**src/rtl/tpg_pkg.sv**
```systemverilog
package tpg_pkg;

    typedef enum logic {
        RATE_HALF = 1'b0,
        RATE_FULL = 1'b1
    } rate_e;

    typedef struct packed {
        logic active;
        logic start;
    } mode_t;

endpackage

```
**src/rtl/tpg_frame_ctr.sv**
```systemverilog
module tpg_frame_ctr #(
    parameter int FRAME = 8,
    localparam int SW = (FRAME > 1) ? $clog2(FRAME) : 1
) (
    input  logic          clk,
    input  logic          rst_a,
    output logic [SW-1:0] slot_o,
    output logic          first_o,
    output logic          last_o
);
    typedef struct packed {
        logic [SW-1:0] slot;
    } fc_t;

    fc_t fc_d, fc_q;

    always_comb begin
        fc_d = fc_q;
        if (fc_q.slot == SW'(FRAME - 1))
            fc_d.slot = '0;
        else
            fc_d.slot = fc_q.slot + SW'(1);
    end

    always_ff @(posedge clk or posedge rst_a) begin
        if (rst_a) fc_q <= '0;
        else       fc_q <= fc_d;
    end

    assign slot_o  = fc_q.slot;
    assign first_o = (fc_q.slot == '0);
    assign last_o  = (fc_q.slot == SW'(FRAME - 1));

    AST_FIRST_NOT_REPEATED: assert property (@(posedge clk) disable iff (rst_a)
        first_o |=> !first_o);
endmodule

```
**src/rtl/tpg_seq_core.sv**
```systemverilog
module tpg_seq_core #(
    parameter int           STATE_W = 9,
    parameter int           TAP     = 5,
    parameter logic [8:0]   SEED    = 9'h155,
    localparam int          CODE_W  = STATE_W + 1
) (
    input  logic              clk,
    input  logic              rst_a,
    input  logic              load_i,
    input  logic              adv_i,
    output logic [CODE_W-1:0] code_o
);
    typedef struct packed {
        logic [STATE_W-1:0] st;
    } sq_t;

    sq_t sq_d, sq_q;
    logic fb;

    always_comb begin
        sq_d = sq_q;
        fb   = sq_q.st[STATE_W-1] ^ sq_q.st[TAP-1]
             ^ (sq_q.st[STATE_W-2:0] == '0);
        if (load_i)
            sq_d.st = STATE_W'(SEED);
        else if (adv_i)
            sq_d.st = {sq_q.st[STATE_W-2:0], fb};
    end

    always_ff @(posedge clk or posedge rst_a) begin
        if (rst_a) sq_q.st <= STATE_W'(SEED);
        else       sq_q    <= sq_d;
    end

    assign code_o = {sq_q.st[0] ^ sq_q.st[TAP-1], sq_q.st};

    AST_ZERO_EXIT: assert property (@(posedge clk) disable iff (rst_a)
        (code_o[STATE_W-1:0] == '0 && adv_i && !load_i)
        |=> code_o[STATE_W-1:0] == STATE_W'(1));
    AST_HOLD_IDLE: assert property (@(posedge clk) disable iff (rst_a)
        (!adv_i && !load_i) |=> $stable(code_o));
    AST_LOAD_SEED: assert property (@(posedge clk) disable iff (rst_a)
        load_i |=> code_o[STATE_W-1:0] == STATE_W'(SEED));
endmodule

```
**src/rtl/tpg_inject.sv**
```systemverilog
module tpg_inject
    import tpg_pkg::*;
#(
    parameter int         STATE_W = 9,
    parameter int         TAP     = 5,
    parameter int         FRAME   = 8,
    parameter logic [8:0] SEED    = 9'h155,
    localparam int        CODE_W  = STATE_W + 1,
    localparam int        SW      = (FRAME > 1) ? $clog2(FRAME) : 1
) (
    input  logic              clk,
    input  logic              rst_a,
    input  logic              test_en,
    input  logic              full_rate,
    input  logic [CODE_W-1:0] din,
    output logic [CODE_W-1:0] dout,
    output logic              slot_a,
    output logic              chk_start,
    output logic [CODE_W-1:0] chk_code,
    output logic              chk_valid
);
    localparam logic [CODE_W-1:0] SEED_WORD =
        {SEED[0] ^ SEED[TAP-1], STATE_W'(SEED)};

    mode_t         mode_d, mode_q;
    logic [SW-1:0] slot;
    logic          frame_first, frame_last;
    logic          load, adv;
    rate_e         rate;

    tpg_frame_ctr #(.FRAME(FRAME)) u_frame (
        .clk     (clk),
        .rst_a   (rst_a),
        .slot_o  (slot),
        .first_o (frame_first),
        .last_o  (frame_last)
    );

    assign rate = full_rate ? RATE_FULL : RATE_HALF;

    always_comb begin
        mode_d       = mode_q;
        mode_d.start = 1'b0;
        load         = 1'b0;
        if (frame_last) begin
            if (test_en && !mode_q.active) begin
                mode_d.active = 1'b1;
                mode_d.start  = 1'b1;
                load          = 1'b1;
            end else if (!test_en) begin
                mode_d.active = 1'b0;
            end
        end
        adv = mode_q.active && ((rate == RATE_FULL) || slot[0]);
    end

    always_ff @(posedge clk or posedge rst_a) begin
        if (rst_a) mode_q <= '0;
        else       mode_q <= mode_d;
    end

    tpg_seq_core #(.STATE_W(STATE_W), .TAP(TAP), .SEED(SEED)) u_seq (
        .clk    (clk),
        .rst_a  (rst_a),
        .load_i (load),
        .adv_i  (adv),
        .code_o (chk_code)
    );

    assign dout      = mode_q.active ? chk_code : din;
    assign slot_a    = frame_first;
    assign chk_start = mode_q.start;
    assign chk_valid = mode_q.active;

    AST_START_ON_A: assert property (@(posedge clk) disable iff (rst_a)
        chk_start |-> slot_a);
    AST_START_VALID: assert property (@(posedge clk) disable iff (rst_a)
        chk_start |-> chk_valid);
    AST_MODE_ON_FRAME: assert property (@(posedge clk) disable iff (rst_a)
        ($rose(chk_valid) || $fell(chk_valid)) |-> slot_a);
    AST_START_WORD: assert property (@(posedge clk) disable iff (rst_a)
        chk_start |-> chk_code == SEED_WORD);
endmodule

```
**config.mk**
```make
export PLATFORM = sky130hd
export DESIGN_NAME = tpg_inject
export DESIGN_NICKNAME = d
export VERILOG_FILES = /design/src/rtl/tpg_pkg.sv /design/src/rtl/tpg_frame_ctr.sv /design/src/rtl/tpg_seq_core.sv /design/src/rtl/tpg_inject.sv
export SDC_FILE = /design/constraint.sdc
export NUM_CORES = 1
export LEC_CHECK = 0
export ABC_CLOCK_PERIOD_IN_PS = 1800
export BUFFER_PORTS_ARGS = -buffer_cell sky130_fd_sc_hd__buf_4
export CAP_MARGIN = 20
export CORE_UTILIZATION = 44
export CTS_CLUSTER_DIAMETER = 100
export DETAILED_ROUTE_END_ITERATION = 8
export HOLD_SLACK_MARGIN = 0.03
export PLACE_DENSITY = 0.77
export SYNTH_ARGS = -nofsm -noshare
export SYNTH_HDL_FRONTEND = slang
export SYNTH_SLANG_ARGS = --single-unit
```
**constraint.sdc**
```tcl
create_clock -name clk -period 1.8 [get_ports clk]
set_input_delay 0.27 -clock clk [delete_from_list [all_inputs] [get_ports clk]]
set_output_delay 0.27 -clock clk [all_outputs]
set_load 0.02 [all_outputs]
```
==> summary.md <==
| Metric | Value |
|---|---|
| Result of the run | `complete, but fails checks` |
| Violated checks | `DRC` |
| Nature of the critical path startpoint | `flop` |
| Layout Area Growth over Synthesis | `41.6%` |
| Average vias per placed instance | `5.49` |
| Register bit count reported by yosys | `14` |
| Leakage power | `0.557 nW` |
| Area of the placeable core | `1580 µm²` |
| R2r setup slk | `0.35 ns` |
| Number of design-rule violations left by the first detailed-router iteration | `5` |
| Clock tree root driver cell | `clkbuf_4` |
| Count of synthesis-stage warnings from yosys | `0` |
| Terminus of the critical flop-to-flop path | `u_seq.sq_q[5]$_DFFE_PP0P_` |
| Number of synthesized flops with an enable pin | `0` |
| Setup repair after global routing missed its margin | `no` |
| Data arrival time at the worst-slack endpoint | `1.45 ns` |
| Vias in the first global route | `672` |
| Number of levels in the clock H-tree | `1` |
| Number of slew-limit violations in the final report | `0` |
| Number of antenna violations at the first check in global routing | `0` |
| Slowest stage cell on the critical path | `dfstp_2` |
| Diodes inserted | `0` |
| Cells after Synth | `60` |
| Clock latency reported for the late side of the worst-skew pair | `0.28 ns` |
| Met3 Use GR | `4.58%` |
| 1st-pass router iterations | `6` |
| Placer Congestion | `0.692` |
| Max-Cap Viols | `0` |
| Average size of a mapped cell | `12.8 µm²` |
| Count of pins on the block boundary | `37` |
| Met2 usage | `32.5%` |
| Critical path class | `reg -> out` |
| Fraction of layout cells with a size suffix above 1 | `65.7%` |
| Wire length of the first global-routing pass | `2690 µm` |
| Remaining antenna violation count after routing | `0` |
| CTS Sinks | `14` |
| Clock slew at the register clock pins of the worst setup and hold paths | `0.09 ns` |
| Number of library cell types mapped by synthesis | `24` |
| Total CTS buffers | `3` |
| Peak per-stage delay on the critical path | `0.63 ns` |
| Wirelength, routed | `1570 µm` |
| Capturing element type of the critical path | `output port` |
| Buffers on Ports | `36` |
| Chip width | `43.9 µm` |
| Worst hold margin | `0.0255 ns` |
| Worst Path Max Fanout | `7` |
| Data required, critical path | `1.53 ns` |
| Maximum clock insertion buffer count | `2` |
| Number of cells on the worst reg-to-reg path | `6` |
| Post-synth top flop | `dfrtp_1` |
| Shortest clock period the worst path allows after layout | `1.72 ns` |
| Ordered list of cells on the worst path | `xor2_1 > mux2_2 > buf_4` |
| Syn nets | `77` |
| IR drop worst, VDD | `0.000775 V` |
| Count of vias placed by the detailed router | `631` |
| Final setup violation count | `0` |
| Setup clock skew after layout | `0.00693 ns` |
| Hpwl dp | `1200 µm` |
| Final period util | `95.6%` |
| Critical path destination | `dout[9]` |
| Worst hold-check path type | `in -> async` |
| Drt wl/cell | `13.7 µm` |
| Asr flop ratio synth | `100%` |
| Max-slew headroom | `64.7%` |
| Post-CTS setup repair buffer count | `0` |
| Remaining global-route overflow | `0` |
| GR Layer Usage met1 | `21.6%` |
| Register area share after synthesis | `46.3%` |
| Actual slew at the worst max-slew pin | `0.529 ns` |
| Fillers | `136` |
| Clock tree from TritonCTS | `built` |
| Highest clock rate | `0.581 GHz` |
| Total power per unit cell area | `1010 nW/µm²` |
| Synth Cell Area | `771 µm²` |
| Final Net Count | `117` |
| Number of core rows | `14` |
| Initial cell density of the core | `48.9%` |
| Fin. Hold Viols | `0` |
| Largest net degree at the start of global routing | `16` |
| Busiest layer in global routing | `met2` |
| Worst setup path startpoint | `u_seq.sq_q[4]$_DFFE_PP1P_` |
| Total routing usage reported by global routing | `19.0%` |
| Remaining DRCs | `3` |
| R2r startpoint | `u_frame.slot_o[0]$_DFF_PP0_` |
| Total die area | `1920 µm²` |
| Setup TNS Final | `0 ns` |
| Floorplan die height | `43.9 µm` |
Yosys cell counts (2+ instances only):
library cell | count | area [µm²]
xor2_1 | 2 | 17.5
nand3_1 | 2 | 10.0
nor2b_1 | 2 | 12.5
a22o_1 | 3 | 26.3
dfrtp_1 | 9 | 225
dfstp_2 | 5 | 131
mux2_2 | 11 | 124
ha_1 | 3 | 37.5
nand2_1 | 5 | 18.8
inv_1 | 3 | 11.3
o22a_1 | 2 | 17.5
layout make-up:
class	instances	area (µm²)	area share (%)
Timing Repair Buffer	36	270	24.8
Inverter	4	15.0	1.38
Sequential cell	14	358	32.8
Multi-Input combinational cell	41	392	35.9
Tap cell	16	20.0	1.83
Clock buffer	4	36.3	3.33
state kept, by name (all words and copies together) (netlist names):
| signal | cells |
|---|---|
| chk_valid | 1 |
| u_seq.sq_q | 9 |
| chk_start | 1 |
| u_frame.slot_o | 3 |
where the power goes:
group | leakage (nW) | switching [W] | total (W) | internal (W)
Combinational | 0.371 | 0.000207 | 0.000421 | 0.000213
Sequential | 0.165 | 0.0000849 | 0.000462 | 0.000377
Clock | 0.0210 | 0.0000989 | 0.000222 | 0.000123
worst max-delay path, delay by kind of cell (launching register included):
family | cells | cell delay [ns]
flip-flops | 1 | 0.63
multiplexers | 1 | 0.27
buffers and inverters | 1 | 0.15
XOR/XNOR | 1 | 0.12
metrics by stage:
step                      util [%]  cells  total power (W)  instance area (µm²)  worst slack (ns)
after floorplan                  -     60         0.000696                  771             0.171
after global placement        66.8    111         0.000881                 1050             0.288
after detailed placement      66.8    111         0.000890                 1050             0.276
after CTS                     69.2    115          0.00111                 1090            0.0784
after global routing          69.2    115          0.00116                 1090            0.0415
final                         69.2    115          0.00110                 1090            0.0794
per-layer routing:
layer	share of wire [%]	vias up
met5	0	-
met4	1.2	0
met3	7.2	2
met2	50	27
met1	42	305
li1	-	297
cells by family (layout without fill, tap and decap cells):
kind of cell | after synthesis | in the layout | synth area share [%]
mux | 11 | 11 | 16.1
compound gates | 10 | 10 | 12.5
flops | 14 | 14 | 46.3
fa+ha+maj | 3 | 3 | 4.87
simple gates | 15 | 15 | 15.1
buf+inv | 5 | 44 | 2.92
xor+xnor | 2 | 2 | 2.27
cell usage in the layout, fill, tap and decap left out:
| cell type | count |
|---|---|
| a211o_1 | 1 |
| a22o_2 | 1 |
| inv_2 | 1 |
| dfrtp_2 | 1 |
| nor2_1 | 1 |
| buf_4 | 36 |
| dfstp_2 | 5 |
| xor2_1 | 2 |
| o22a_1 | 2 |
| inv_1 | 3 |
| a22o_1 | 3 |
| clkbuf_4 | 3 |
| nand3b_4 | 1 |
| nor4_4 | 1 |
| o21a_4 | 1 |
| ha_1 | 3 |
| nand3_1 | 2 |
| o211a_1 | 1 |
| nor4_2 | 1 |
| nor2b_1 | 2 |
| nand4_1 | 1 |
| o21ai_2 | 1 |
| nor2_4 | 1 |
| clkbuf_8 | 1 |
| mux2_2 | 11 |
| nand2_1 | 5 |
| dfrtp_1 | 8 |
how the worst min path moves through the flow:
stage                          end  depth (start not counted)  slack (ns)  start
6_report       chk_start$_DFF_PP0_                          2        0.03  rst_a
3_3_place_gp   chk_start$_DFF_PP0_                          2        0.34  rst_a
4_1_cts        chk_start$_DFF_PP0_                          2        0.04  rst_a
5_1_grt        chk_start$_DFF_PP0_                          2        0.06  rst_a
2_1_floorplan  chk_start$_DFF_PP0_                          1        0.16  rst_a
3_5_place_dp   chk_start$_DFF_PP0_                          2        0.35  rst_a
what timing repair did:
| action | CTS | global route |
|---|---|---|
| setup endpoints to repair | 10 | 0 |
| gates resized for setup | 1 | 0 |
| hold buffers | 0 | 0 |
No activity file was read; power rests on OpenSTA's default activity.
